File: src/rtl/gpio_edge_pkg.sv
package gpio_edge_pkg;

    localparam int REG_W  = 32;
    localparam int ADDR_W = 8;

    // Register offsets; software decodes these
    localparam logic [ADDR_W-1:0] OFS_DIR   = 8'h00;
    localparam logic [ADDR_W-1:0] OFS_DATA  = 8'h04;
    localparam logic [ADDR_W-1:0] OFS_IEN   = 8'h08;
    localparam logic [ADDR_W-1:0] OFS_CHG   = 8'h0C;
    localparam logic [ADDR_W-1:0] OFS_WMASK = 8'h10;
    localparam logic [ADDR_W-1:0] OFS_TYPE  = 8'h14;

    typedef struct packed {
        logic [REG_W-1:0] dir;
        logic [REG_W-1:0] dout;
        logic [REG_W-1:0] ien;
        logic [REG_W-1:0] chg;
        logic [REG_W-1:0] wmask;
        logic [REG_W-1:0] rdata;
    } gpio_regs_t;

    function automatic logic [REG_W-1:0] line_mask(input int n);
        logic [REG_W-1:0] m;
        m = '0;
        for (int i = 0; i < REG_W; i++) begin
            if (i < n) m[i] = 1'b1;
        end
        return m;
    endfunction

endpackage

File: src/rtl/gpio_edge_sync.sv
module gpio_edge_sync #(
    parameter int WIDTH  = 8,
    parameter int STAGES = 2
) (
    input  logic             clk,
    input  logic             rst_n,
    input  logic [WIDTH-1:0] async_i,
    output logic [WIDTH-1:0] sync_o
);
    logic [WIDTH-1:0] stage_d [STAGES];
    logic [WIDTH-1:0] stage_q [STAGES];

    always_comb begin
        stage_d[0] = async_i;
        for (int i = 1; i < STAGES; i++) begin
            stage_d[i] = stage_q[i-1];
        end
    end

    always_ff @(posedge clk) begin
        for (int i = 0; i < STAGES; i++) begin
            if (!rst_n) stage_q[i] <= '0;
            else        stage_q[i] <= stage_d[i];
        end
    end

    assign sync_o = stage_q[STAGES-1];
endmodule

File: src/rtl/gpio_edge_det.sv
module gpio_edge_det #(
    parameter int WIDTH = 8
) (
    input  logic             clk,
    input  logic             rst_n,
    input  logic [WIDTH-1:0] level_i,
    output logic [WIDTH-1:0] edge_o
);
    logic [WIDTH-1:0] prev_d;
    logic [WIDTH-1:0] prev_q;

    always_comb begin
        prev_d = level_i;
    end

    always_ff @(posedge clk) begin
        if (!rst_n) prev_q <= '0;
        else        prev_q <= prev_d;
    end

    // Any difference from the previous sample is an edge, either polarity
    assign edge_o = level_i ^ prev_q;
endmodule

File: src/rtl/gpio_edge_regs.sv
module gpio_edge_regs
    import gpio_edge_pkg::*;
#(
    parameter int NUM_LINES = 8
) (
    input  logic                 clk,
    input  logic                 rst_n,
    input  logic [ADDR_W-1:0]    addr_i,
    input  logic                 wr_i,
    input  logic                 rd_i,
    input  logic [REG_W-1:0]     wdata_i,
    input  logic [NUM_LINES-1:0] level_i,
    input  logic [NUM_LINES-1:0] edge_i,
    output logic [NUM_LINES-1:0] dir_o,
    output logic [NUM_LINES-1:0] dout_o,
    output logic [NUM_LINES-1:0] ien_o,
    output logic [NUM_LINES-1:0] chg_o,
    output logic [NUM_LINES-1:0] wmask_o,
    output logic [REG_W-1:0]     rdata_o
);
    localparam logic [REG_W-1:0] LMASK = line_mask(NUM_LINES);

    gpio_regs_t r_d;
    gpio_regs_t r_q;
    logic [REG_W-1:0] level_w;
    logic [REG_W-1:0] edge_w;
    logic [REG_W-1:0] clr_w;

    always_comb begin
        level_w = '0;
        edge_w  = '0;
        level_w[NUM_LINES-1:0] = level_i;
        edge_w[NUM_LINES-1:0]  = edge_i;
        clr_w = '0;
        r_d   = r_q;

        if (wr_i) begin
            case (addr_i)
                OFS_DIR:   r_d.dir   = wdata_i & LMASK;
                OFS_DATA:  r_d.dout  = ((r_q.dout & ~r_q.wmask) |
                                        (wdata_i & r_q.wmask)) & LMASK;
                OFS_IEN:   r_d.ien   = wdata_i & LMASK;
                OFS_CHG:   clr_w     = wdata_i;
                OFS_WMASK: r_d.wmask = wdata_i & LMASK;
                default:   ;
            endcase
        end

        // New edge has priority over a clear of the same bit
        r_d.chg = ((r_q.chg & ~clr_w) | edge_w) & LMASK;

        if (rd_i) begin
            case (addr_i)
                OFS_DIR:   r_d.rdata = r_q.dir;
                OFS_DATA:  r_d.rdata = ((r_q.dir & r_q.dout) |
                                        (~r_q.dir & level_w)) & LMASK;
                OFS_IEN:   r_d.rdata = r_q.ien;
                OFS_CHG:   r_d.rdata = r_q.chg;
                OFS_WMASK: r_d.rdata = r_q.wmask;
                OFS_TYPE:  r_d.rdata = LMASK;
                default:   r_d.rdata = '0;
            endcase
        end
    end

    always_ff @(posedge clk) begin
        if (!rst_n) begin
            r_q       <= '0;
            r_q.wmask <= LMASK;
        end else begin
            r_q <= r_d;
        end
    end

    assign dir_o   = r_q.dir[NUM_LINES-1:0];
    assign dout_o  = r_q.dout[NUM_LINES-1:0];
    assign ien_o   = r_q.ien[NUM_LINES-1:0];
    assign chg_o   = r_q.chg[NUM_LINES-1:0];
    assign wmask_o = r_q.wmask[NUM_LINES-1:0];
    assign rdata_o = r_q.rdata;
endmodule

File: src/rtl/gpio_edge_ctrl.sv
module gpio_edge_ctrl
    import gpio_edge_pkg::*;
#(
    parameter int NUM_LINES   = 8,
    parameter int SYNC_STAGES = 2
) (
    input  logic                 clk,
    input  logic                 rst_n,
    input  logic [7:0]           bus_addr,
    input  logic                 bus_wr,
    input  logic                 bus_rd,
    input  logic [31:0]          bus_wdata,
    output logic [31:0]          bus_rdata,
    input  logic [NUM_LINES-1:0] pin_in,
    output logic [NUM_LINES-1:0] pin_out,
    output logic [NUM_LINES-1:0] pin_oe,
    output logic                 irq
);
    logic [NUM_LINES-1:0] sync_lvl;
    logic [NUM_LINES-1:0] edge_vec;
    logic [NUM_LINES-1:0] dir_q;
    logic [NUM_LINES-1:0] dout_q;
    logic [NUM_LINES-1:0] ien_q;
    logic [NUM_LINES-1:0] chg_q;
    logic [NUM_LINES-1:0] wmask_q;

    gpio_edge_sync #(
        .WIDTH  (NUM_LINES),
        .STAGES (SYNC_STAGES)
    ) sync_i (
        .clk     (clk),
        .rst_n   (rst_n),
        .async_i (pin_in),
        .sync_o  (sync_lvl)
    );

    gpio_edge_det #(
        .WIDTH (NUM_LINES)
    ) edge_i (
        .clk     (clk),
        .rst_n   (rst_n),
        .level_i (sync_lvl),
        .edge_o  (edge_vec)
    );

    gpio_edge_regs #(
        .NUM_LINES (NUM_LINES)
    ) regs_i (
        .clk     (clk),
        .rst_n   (rst_n),
        .addr_i  (bus_addr),
        .wr_i    (bus_wr),
        .rd_i    (bus_rd),
        .wdata_i (bus_wdata),
        .level_i (sync_lvl),
        .edge_i  (edge_vec),
        .dir_o   (dir_q),
        .dout_o  (dout_q),
        .ien_o   (ien_q),
        .chg_o   (chg_q),
        .wmask_o (wmask_q),
        .rdata_o (bus_rdata)
    );

    assign pin_oe  = dir_q;
    assign pin_out = dout_q;
    assign irq     = |(chg_q & ien_q);
endmodule

File: config.mk
export PLATFORM = sky130hd
export DESIGN_NAME = gpio_edge_ctrl
export DESIGN_NICKNAME = d
export VERILOG_FILES = /design/src/rtl/gpio_edge_pkg.sv /design/src/rtl/gpio_edge_sync.sv /design/src/rtl/gpio_edge_det.sv /design/src/rtl/gpio_edge_regs.sv /design/src/rtl/gpio_edge_ctrl.sv
export SDC_FILE = /design/constraint.sdc
export NUM_CORES = 1
export LEC_CHECK = 0
export ABC_AREA = 1
export BUFFER_PORTS_ARGS = -buffer_cell sky130_fd_sc_hd__buf_2
export CAP_MARGIN = 20
export CORE_MARGIN = 5
export CORE_UTILIZATION = 56
export DETAILED_ROUTE_END_ITERATION = 10
export MAX_ROUTING_LAYER = met4
export PLACE_DENSITY = 0.95
export SETUP_SLACK_MARGIN = 0.3
export SYNTH_ARGS = -nofsm -noshare
export SYNTH_HDL_FRONTEND = slang
export SYNTH_SLANG_ARGS = --single-unit
File: constraint.sdc
create_clock -name clk -period 1.9 [get_ports clk]
set_clock_uncertainty 0.1 [all_clocks]
set_input_delay 0.19 -clock clk [delete_from_list [all_inputs] [get_ports clk]]
set_output_delay 0.19 -clock clk [all_outputs]
set_load 0.02 [all_outputs]
==> results of run 1 <==
[stage by stage]
stage          worst slack (ns)  instances  hold WS (ns)  area (um2)  utilization
2_1_floorplan             0.632        514         0.188        3630            -
3_3_place_gp              0.304        588         0.271        3610        0.578
3_5_place_dp              0.246        588         0.277        3610        0.578
4_1_cts                   0.256        617       0.00462        3930        0.630
5_1_grt                   0.198        617        0.0221        3930        0.630
6_report                  0.276        617        0.0272        3930        0.630
[worst max path at each step]
stage	start	to	slack, ns
floorplan	bus_addr[0]	regs_i.dir_o[6]$_SDFFE_PN0P_	0.63
global placement	bus_addr[0]	regs_i.dir_o[1]$_SDFFE_PN0P_	0.30
detailed placement	bus_addr[0]	regs_i.dir_o[1]$_SDFFE_PN0P_	0.25
CTS	regs_i.chg_o[3]$_SDFF_PN0_	irq	0.26
global route	regs_i.chg_o[3]$_SDFF_PN0_	irq	0.20
finish	regs_i.chg_o[5]$_SDFF_PN0_	irq	0.28
[area by class of cell]
class	count	share of cell area
clock buffers	11	0.0360
clock inverters	5	0.00828
inverters	55	0.0525
multi-input cells	326	0.397
flip-flops and latches	72	0.368
well taps	77	0.0245
repair buffers	71	0.113
[placed cells by master (no fill, tap or decap), types with 9 or more instances in the layout]
cell / netlist / layout
inv_2: 9 / 9
clkbuf_8: 0 / 10
buf_2: 0 / 51
conb_1: 1 / 24
a21oi_1: 32 / 32
dfxtp_1: 72 / 68
nand2_1: 138 / 135
inv_1: 46 / 46
o21ai_0: 30 / 30
nor2_1: 24 / 24
dlygate4sd3_1: 0 / 11
nand3_1: 48 / 48
[routing by layer]
metal	vias to the layer above	wire, um	GRT usage
li1	1555	-	-
met1	1455	3280	0.251
met2	151	4130	0.376
met3	14	730	0.0627
met4	0	139	0.0920
met5	-	0	-
[report_power, final]
part	switching, uW	total (uW)	internal, uW
sequential	23.3	1570	1540
clock	554	1060	504
combinational	173	260	86.7
[what timing repair did]
| item | in CTS | in global routing |
|---|---|---|
| cloned | 0 | 0 |
| setup endpoints to repair | 1 | 1 |
| hold endpoints to repair | 11 | 0 |
| hold buffers | 11 | 0 |
| setup buffers | 2 | 0 |
| pin swaps | 3 | 1 |
| gates resized for setup | 9 | 0 |
[cells by family after synthesis]
| kind of cell | synth area share |
|---|---|
| other | 0.00106 |
| XOR/XNOR | 0.0198 |
| flip-flops | 0.407 |
| buffers and inverters | 0.180 |
| AO/OA/AOI/OAI | 0.0954 |
| AND/OR/NAND/NOR | 0.296 |
[critical path: stages (launching register included)]
cell and delay [ns]:
dfxtp_2 0.33, nand2_2 0.07, nand2_2 0.06, a221oi_2 0.17, nand4_1 0.16, buf_4 0.19
==> results.cfg, run 1 <==
[drt]
drt-initial-drc-count = 225
vias = 3175
routed_wl_um = 8280
ant_nets = 0
first_pass_iters = 5
drc = 0
viasPerCell = 5.15
post_drt_wl_per_cell_um = 13.4

[cells_and_area]
num_antenna_cells = 0
area_growth_pct = 11.0
fin_nets = 587
fillerInstances = 557
multi_input_area_um2 = 1560
drive_gt1_frac = 0.202
seqCellArea_um2 = 1450

[worst_setup_path]
r2r-end = regs_i.rdata_o[5]$_SDFFE_PN0P_
cp-start-kind = flip-flop
cp_max_fo = 2
r2r-start = regs_i.dir_o[5]$_SDFFE_PN0P_
cp.required_ns = 1.61
cp.arrival_ns = 1.33
r2r_cells = 9
regToRegSetupSlack_ns = 0.67
cp-end-kind = output port
critPathKind = flip-flop to output port

[sta]
min_period_ns = 1.62
hold_violations = 0
setup_tns_ns = 0
setup_viol = 0
period_share = 0.855
fmax_ghz = 0.616
maxSlewViolCount = 0
rsz0062_at_grt = yes

[yosys]
synth_edf_count = 0
synth_most_common_cell = nand2_1
synth_cell_types = 23
synthTopCellsByArea = dfxtp_1 (41%), nand2_1 (15%), buf_4 (11%)
async_reset_ff_frac = 0
synth.avg_cell_area_um2 = 7.21
synth_top_area_cell = dfxtp_1
synth_top_area_share = 0.407
synth-seq-cells = 72
syn_area_um2 = 3540
synth_commonest_cells = nand2_1 (138), dfxtp_1 (72), buf_4 (50)
ys_seq_area_frac = 0.407
ys_warn_count = 0
synthCells = 491
synth_flop_cell = dfxtp_1

[grt]
grt_pass1_vias = 2917
grt.total_usage = 0.225
grt_max_degree = 38
antenna_found_initial = 0
grt_pass1_wl_um = 13200
grt_overflow = 0

[clock_tree]
cts_root_buffer = clkbuf_8
worstSkewPairLatency_ns = 0.34
tritoncts = built
htreeDepth = 3
clk_pin_slew_ns = 0.07
clockBufferDepth = 2
cts_buffers = 9
clkSinkCount = 72

[power]
power_uw = 2890
power_density_nw_per_um2 = 735
p_leak_uw = 0.00201
ir_worst_vdd_uv = 576

[floorplanning]
ioPinCount = 101
rows = 29
die_w_um = 89.5
start_util = 0.567
die_y_um = 89.5
die-area_um2 = 8010
core_area_um2 = 6240

[min_path]
hp-class = primary input to flip-flop
holdPathEnd = regs_i.wmask_o[0]$_SDFFE_PN1P_
min_path_cells = 3
hp-start = bus_wdata[0]

[place]
routabilityCongestion = 0.965
port_buffers = 52
dp_hpwl_um = 5750

[outcome]
status = finished clean

[flow_run]
drv_cap = 0
(Power assumes the default switching activity.)
==> inputs of run 2 (changes only) <==
--- a/config.mk
+++ b/config.mk
@@ -6,13 +6,13 @@
 export NUM_CORES = 1
 export LEC_CHECK = 0
 export ABC_AREA = 1
-export BUFFER_PORTS_ARGS = -buffer_cell sky130_fd_sc_hd__buf_2
+export BUFFER_PORTS_ARGS = -buffer_cell sky130_fd_sc_hd__buf_4
 export CAP_MARGIN = 20
 export CORE_MARGIN = 5
-export CORE_UTILIZATION = 56
+export CORE_UTILIZATION = 50
 export DETAILED_ROUTE_END_ITERATION = 10
 export MAX_ROUTING_LAYER = met4
-export PLACE_DENSITY = 0.95
+export PLACE_DENSITY = 0.89
 export SETUP_SLACK_MARGIN = 0.3
 export SYNTH_ARGS = -nofsm -noshare
 export SYNTH_HDL_FRONTEND = slang
==> run 2 against run 1 <==
Register-to-register slack about the same. Sequential cell count unchanged. Routed wire length hardly changed. Setup slack gained 0.030 ns. Clock power barely moved. Critical path type unchanged.
==> results.cfg, run 2 (synthesized netlist as in run 1, its figures left out) <==
[clock_tree]
clkSinkCount = 72
clockBufferDepth = 2
cts_buffers = 9
worstSkewPairLatency_ns = 0.35
clk_pin_slew_ns = 0.07
cts_root_buffer = clkbuf_8
htreeDepth = 3
tritoncts = built

[sta]
setup_tns_ns = 0
rsz0062_at_grt = yes
min_period_ns = 1.59
setup_viol = 0
hold_violations = 0
period_share = 0.839
fmax_ghz = 0.627
hold_slack_ns = 0.0441
fin_ws_ns = 0.306
maxSlewViolCount = 0

[cells_and_area]
fillerInstances = 620
multi_input_area_um2 = 1550
most-common-layout-cells = nand2_1 (138), dfxtp_1 (69), buf_4 (58)
seqCellArea_um2 = 1450
fin_nets = 590
num_antenna_cells = 0
final_cells = 638
area_growth_pct = 15.6
final_common_cell = nand2_1
drive_gt1_frac = 0.188

[worst_setup_path]
cpMaxStageDelayCell = dfxtp_2
critPathKind = flip-flop to output port
cp.required_ns = 1.61
crit_path_cell_trace = nand2_1 > nand2_1 > a221oi_2 > nand4_1 > buf_4
cp-start-kind = flip-flop
cp.arrival_ns = 1.30
cpMostUsedCell = nand2_1
max_stage_delay_ns = 0.33
cp-end-kind = output port
cp_max_fo = 3

[floorplanning]
die_y_um = 94.1
die_w_um = 94.1
start_util = 0.518
die-area_um2 = 8860
core_area_um2 = 6830
ioPinCount = 101
rows = 30

[drt]
vias = 3137
post_drt_wl_per_cell_um = 13.0
viasPerCell = 4.92
drt-initial-drc-count = 252
first_pass_iters = 6
drc = 0
ant_nets = 0
routed_wl_um = 8280

[grt]
grt_overflow = 0
grt_pass1_vias = 2906
grt_max_degree = 39
antenna_found_initial = 0
grt.total_usage = 0.198
grt_pass1_wl_um = 13300

[power]
p_leak_uw = 0.00204
power_density_nw_per_um2 = 711
power_uw = 2910
ir_worst_vdd_uv = 475

[flow_run]
drv_cap = 0

[place]
routabilityCongestion = 0.930
dp.cells = 606
dp_slack_ns = 0.225
dp_hpwl_um = 5650
port_buffers = 52

[min_path]
hp-class = primary input to flip-flop

[outcome]
status = finished clean
-- run 2: cell count changes in the layout (fill, tap and decap cells not counted) --
| cell | before | now |
|---|---|---|
| buf_12 | 1 | 0 |
| buf_2 | 51 | 0 |
| buf_4 | 8 | 58 |
| clkbuf_8 | 10 | 11 |
| clkinvlp_4 | 3 | 1 |
| dfxtp_1 | 68 | 69 |
| dfxtp_2 | 4 | 3 |
| dlygate4sd3_1 | 11 | 16 |
| nand2_1 | 135 | 138 |
| nand2_2 | 7 | 4 |
-- run 2: through the flow --
step | instance area, um2 | utilization
after global routing | 4090 | 0.599
final | 4090 | 0.599
after CTS | 4080 | 0.598
after global placement | 3740 | 0.548
after detailed placement | 3740 | 0.548
after floorplan | 3630 | -
-- run 2: final cells by class --
type	instances	area share
Clock inverter	3	0.00428
Clock buffer	12	0.0379
Multi-Input combinational cell	326	0.379
Inverter	55	0.0504
Timing Repair Buffer	74	0.146
Sequential cell	72	0.353
Tap cell	96	0.0293
-- run 2: repair_timing --
item / CTS / global route
pin swaps: 3 / 3
buffers inserted: 0 / 1
hold buffers: 16 / 0
hold endpoints to repair: 16 / 0
endpoints found under the setup margin: 1 / 1
gates resized for setup: 2 / 2
-- run 2: power breakdown --
part           switching, uW  internal [uW]
Combinational            174            106
Sequential              22.6           1540
Clock                    529            533
Total                    725           2180
-- run 2: worst paths after layout --
kind              slack (ns)  cells after the start                              end                             from
hold reg to reg         0.31                      2  sync_i.stage_q[1][6]$_SDFF_PN0_  sync_i.stage_q[0][6]$_SDFF_PN0_
setup / recovery        0.31                      5                              irq       regs_i.chg_o[3]$_SDFF_PN0_
hold / removal          0.04                      3   regs_i.rdata_o[1]$_SDFFE_PN0P_                           bus_rd
setup reg to reg        0.67                      9   regs_i.rdata_o[2]$_SDFFE_PN0P_     regs_i.dir_o[2]$_SDFFE_PN0P_
-- run 2: per-layer routing --
metal	track usage	vias up	wire length (um)
met5	-	-	0
met4	0.0662	0	140
met3	0.0681	17	802
met2	0.315	143	3940
met1	0.234	1422	3400
li1	-	1555	-
-- run 2: worst max-delay path, delay by kind of cell (launching register included) --
family	cells	cell delay [ns]
flip-flops	1	0.33
AND/OR/NAND/NOR	3	0.27
buffers and inverters	1	0.19
AO/OA/AOI/OAI	1	0.16
==> inputs of run 3 (changes only) <==
--- a/config.mk
+++ b/config.mk
@@ -5,11 +5,11 @@
 export SDC_FILE = /design/constraint.sdc
 export NUM_CORES = 1
 export LEC_CHECK = 0
-export ABC_AREA = 1
+export ABC_AREA = 0
 export BUFFER_PORTS_ARGS = -buffer_cell sky130_fd_sc_hd__buf_4
 export CAP_MARGIN = 20
 export CORE_MARGIN = 5
-export CORE_UTILIZATION = 50
+export CORE_UTILIZATION = 47
 export DETAILED_ROUTE_END_ITERATION = 10
 export MAX_ROUTING_LAYER = met4
 export PLACE_DENSITY = 0.89
==> constraint.sdc (replaced) <==
create_clock -name clk -period 1.3 [get_ports clk]
set_clock_uncertainty 0.1 [all_clocks]
set_input_delay 0.13 -clock clk [delete_from_list [all_inputs] [get_ports clk]]
set_output_delay 0.13 -clock clk [all_outputs]
set_load 0.02 [all_outputs]
==> run 3 against run 2 <==
The flow now finishes with violations (setup timing). Power rose by 64%. Sequential cell count did not move. Critical path depth fell by 2. Combinational power rose by 74%. Sequential share of layout area fell by 2.7 points. First-iteration DRC count fell by 5.6%. Global-route usage fell by 0.32 points. Sequential power rose by 45%. Cell count fell by 15%. Register-to-register slack got worse by 0.50 ns. Critical endpoint unchanged. Largest power group unchanged. Highest routed layer unchanged.
==> results.cfg, run 3 <==
[outcome]
status = finished, violations left
violations = setup timing

[worst_setup_path]
path_depth = 3
max_stage_delay_ns = 0.33
cp_max_fo = 2
crit_family = flip-flops
regToRegSetupSlack_ns = 0.17
crit_end = irq
path_buf_inv = 1
cp-end-kind = output port
r2r-end = regs_i.rdata_o[5]$_SDFFE_PN0P_
cpMaxStageDelayCell = dfxtp_2
r2r-start = regs_i.chg_o[5]$_SDFF_PN0_
cp.arrival_ns = 1.23
critPathLaunch = regs_i.ien_o[6]$_SDFFE_PN0P_
critPathKind = flip-flop to output port
r2r_cells = 4
crit_path_cell_trace = a22oi_2 > nand4_1 > buf_4
cp.required_ns = 1.07
cp-start-kind = flip-flop

[floorplanning]
start_util = 0.477
ioPinCount = 101
die_w_um = 95.1
core_area_um2 = 7140
die_y_um = 95.1
rows = 31
die-area_um2 = 9040

[power]
p_leak_uw = 0.00204
ir_worst_vdd_uv = 500
power_density_nw_per_um2 = 1020

[cells_and_area]
fin_area_um2 = 4690
drive_gt1_frac = 0.457
fin_nets = 491
num_antenna_cells = 0
most-common-layout-cells = buf_4 (45), buf_6 (39), dfxtp_2 (34)
fillerInstances = 543
final_common_cell = buf_4
area_growth_pct = 37.9

[min_path]
hp-class = primary input to flip-flop

[sta]
fin_ws_ns = -0.162
min_period_ns = 1.46
rsz0062_at_grt = yes
fmax_ghz = 0.684
period_share = 1.12
hold_slack_ns = 0.0376
maxSlewViolCount = 0
setup_viol = 1
hold_violations = 0

[drt]
first_pass_iters = 4
routed_wl_um = 8790
drt-initial-drc-count = 238
drc = 0
post_drt_wl_per_cell_um = 16.2
viasPerCell = 5.21
vias = 2828
ant_nets = 0

[yosys]
syn_area_um2 = 3400
synth_cell_types = 35
synth_top_area_share = 0.424
ys_seq_area_frac = 0.424
synth_most_common_cell = dfxtp_1
synthTopCellsByArea = dfxtp_1 (42%), buf_4 (11%), mux2i_1 (7.1%)
synth-seq-cells = 72
synth_top_area_cell = dfxtp_1
synth_commonest_cells = dfxtp_1 (72), buf_4 (48), and2_1 (25)
synth.avg_cell_area_um2 = 9.27
synth_flop_cell = dfxtp_1
synth_edf_count = 0
synthCells = 367
ys_warn_count = 0
async_reset_ff_frac = 0

[clock_tree]
clockBufferDepth = 2
cts_buffers = 9
clk_pin_slew_ns = 0.08
cts_root_buffer = clkbuf_8
tritoncts = built
htreeDepth = 3
worstSkewPairLatency_ns = 0.35
clkSinkCount = 72

[place]
place_area_um2 = 3730
port_buffers = 52
routabilityCongestion = 0.814
dp_hpwl_um = 5310

[grt]
grt_pass1_wl_um = 13200
antenna_found_initial = 0
grt_max_degree = 54
grt_overflow = 0
grt.total_usage = 0.195
grt_pass1_vias = 2767

[flow_run]
drv_cap = 0
[run 3: cell count changes after synthesis, moves of 21 or more]
cell	previous run	this run
nand3_1	48	0
nor2b_1	0	21
and2_1	0	25
nand2_1	138	20
mux2i_1	0	24
inv_1	46	15
[run 3: cell type report]
| class | count | area (um2) | share of cell area |
|---|---|---|---|
| Clock buffer | 9 | 124 | 0.0264 |
| Multi-Input combinational cell | 236 | 1740 | 0.371 |
| Clock inverter | 7 | 101 | 0.0216 |
| Tap cell | 99 | 124 | 0.0264 |
| Timing Repair Buffer | 105 | 1020 | 0.217 |
| Inverter | 15 | 58.8 | 0.0125 |
| Sequential cell | 72 | 1530 | 0.326 |
[run 3: worst min-delay path by stage]
stage / from / end / slack, ns / cells after the start
after floorplan: pin_in[0] / sync_i.stage_q[0][0]$_SDFF_PN0_ / 0.16 / 1
after global placement: pin_in[7] / sync_i.stage_q[0][7]$_SDFF_PN0_ / 0.24 / 2
after detailed placement: pin_in[4] / sync_i.stage_q[0][4]$_SDFF_PN0_ / 0.24 / 2
after CTS: bus_rd / regs_i.rdata_o[3]$_SDFFE_PN0P_ / 0.009 / 3
after global routing: bus_rd / regs_i.rdata_o[3]$_SDFFE_PN0P_ / 0.03 / 3
final: bus_rd / regs_i.rdata_o[3]$_SDFFE_PN0P_ / 0.04 / 3
[run 3: where the power goes]
part	internal (uW)	leakage, uW	switching [uW]
Combinational	229	0.00133	257
Clock	1100	0.000107	916
Sequential	2230	0.000607	41.2
[run 3: layer usage]
layer	wire length, um	GRT usage	part of all wire
met1	3730	0.235	0.42
met2	4280	0.309	0.49
met3	630	0.0497	0.072
met4	143	0.0817	0.016
met5	0	-	0
[run 3: kinds of logic (layout without fill, tap and decap cells)]
| group | count (synthesis) | in the layout | share of synthesized area |
|---|---|---|---|
| and+or+nand+nor | 95 | 95 | 0.164 |
| other | 1 | 24 | 0.00110 |
| buffers and inverters | 82 | 136 | 0.153 |
| muxes | 24 | 24 | 0.0706 |
| xor gates and xnor gates | 8 | 8 | 0.0206 |
| DFF | 72 | 72 | 0.424 |
| AOI/OAI and AO/OA | 85 | 85 | 0.168 |
[run 3: stage by stage]
stage	TNS [ns]	setup WS (ns)	total power [uW]	utilization	std cells
floorplan	-0.0731	-0.0366	2620	-	390
global placement	-1.53	-0.0995	2700	0.522	493
detailed placement	-3.17	-0.139	2710	0.522	493
CTS	-0.181	-0.181	4770	0.624	536
global route	-0.208	-0.208	4960	0.658	543
finish	-0.162	-0.162	4780	0.658	543
[run 3: worst min-delay path, cell delays in order]
cell      delay, ns
buf_4          0.12
nand2b_1       0.13
a21boi_1       0.07
[run 3: what timing repair did]
item                                   in CTS  in global routing
setup endpoints to repair                  49                 73
setup buffers                               9                  6
endpoints found under the hold margin      39                  0
pin swaps                                  21                 26
gates cloned                                0                  1
gates resized for setup                   100                 65
hold buffers                               18                  0
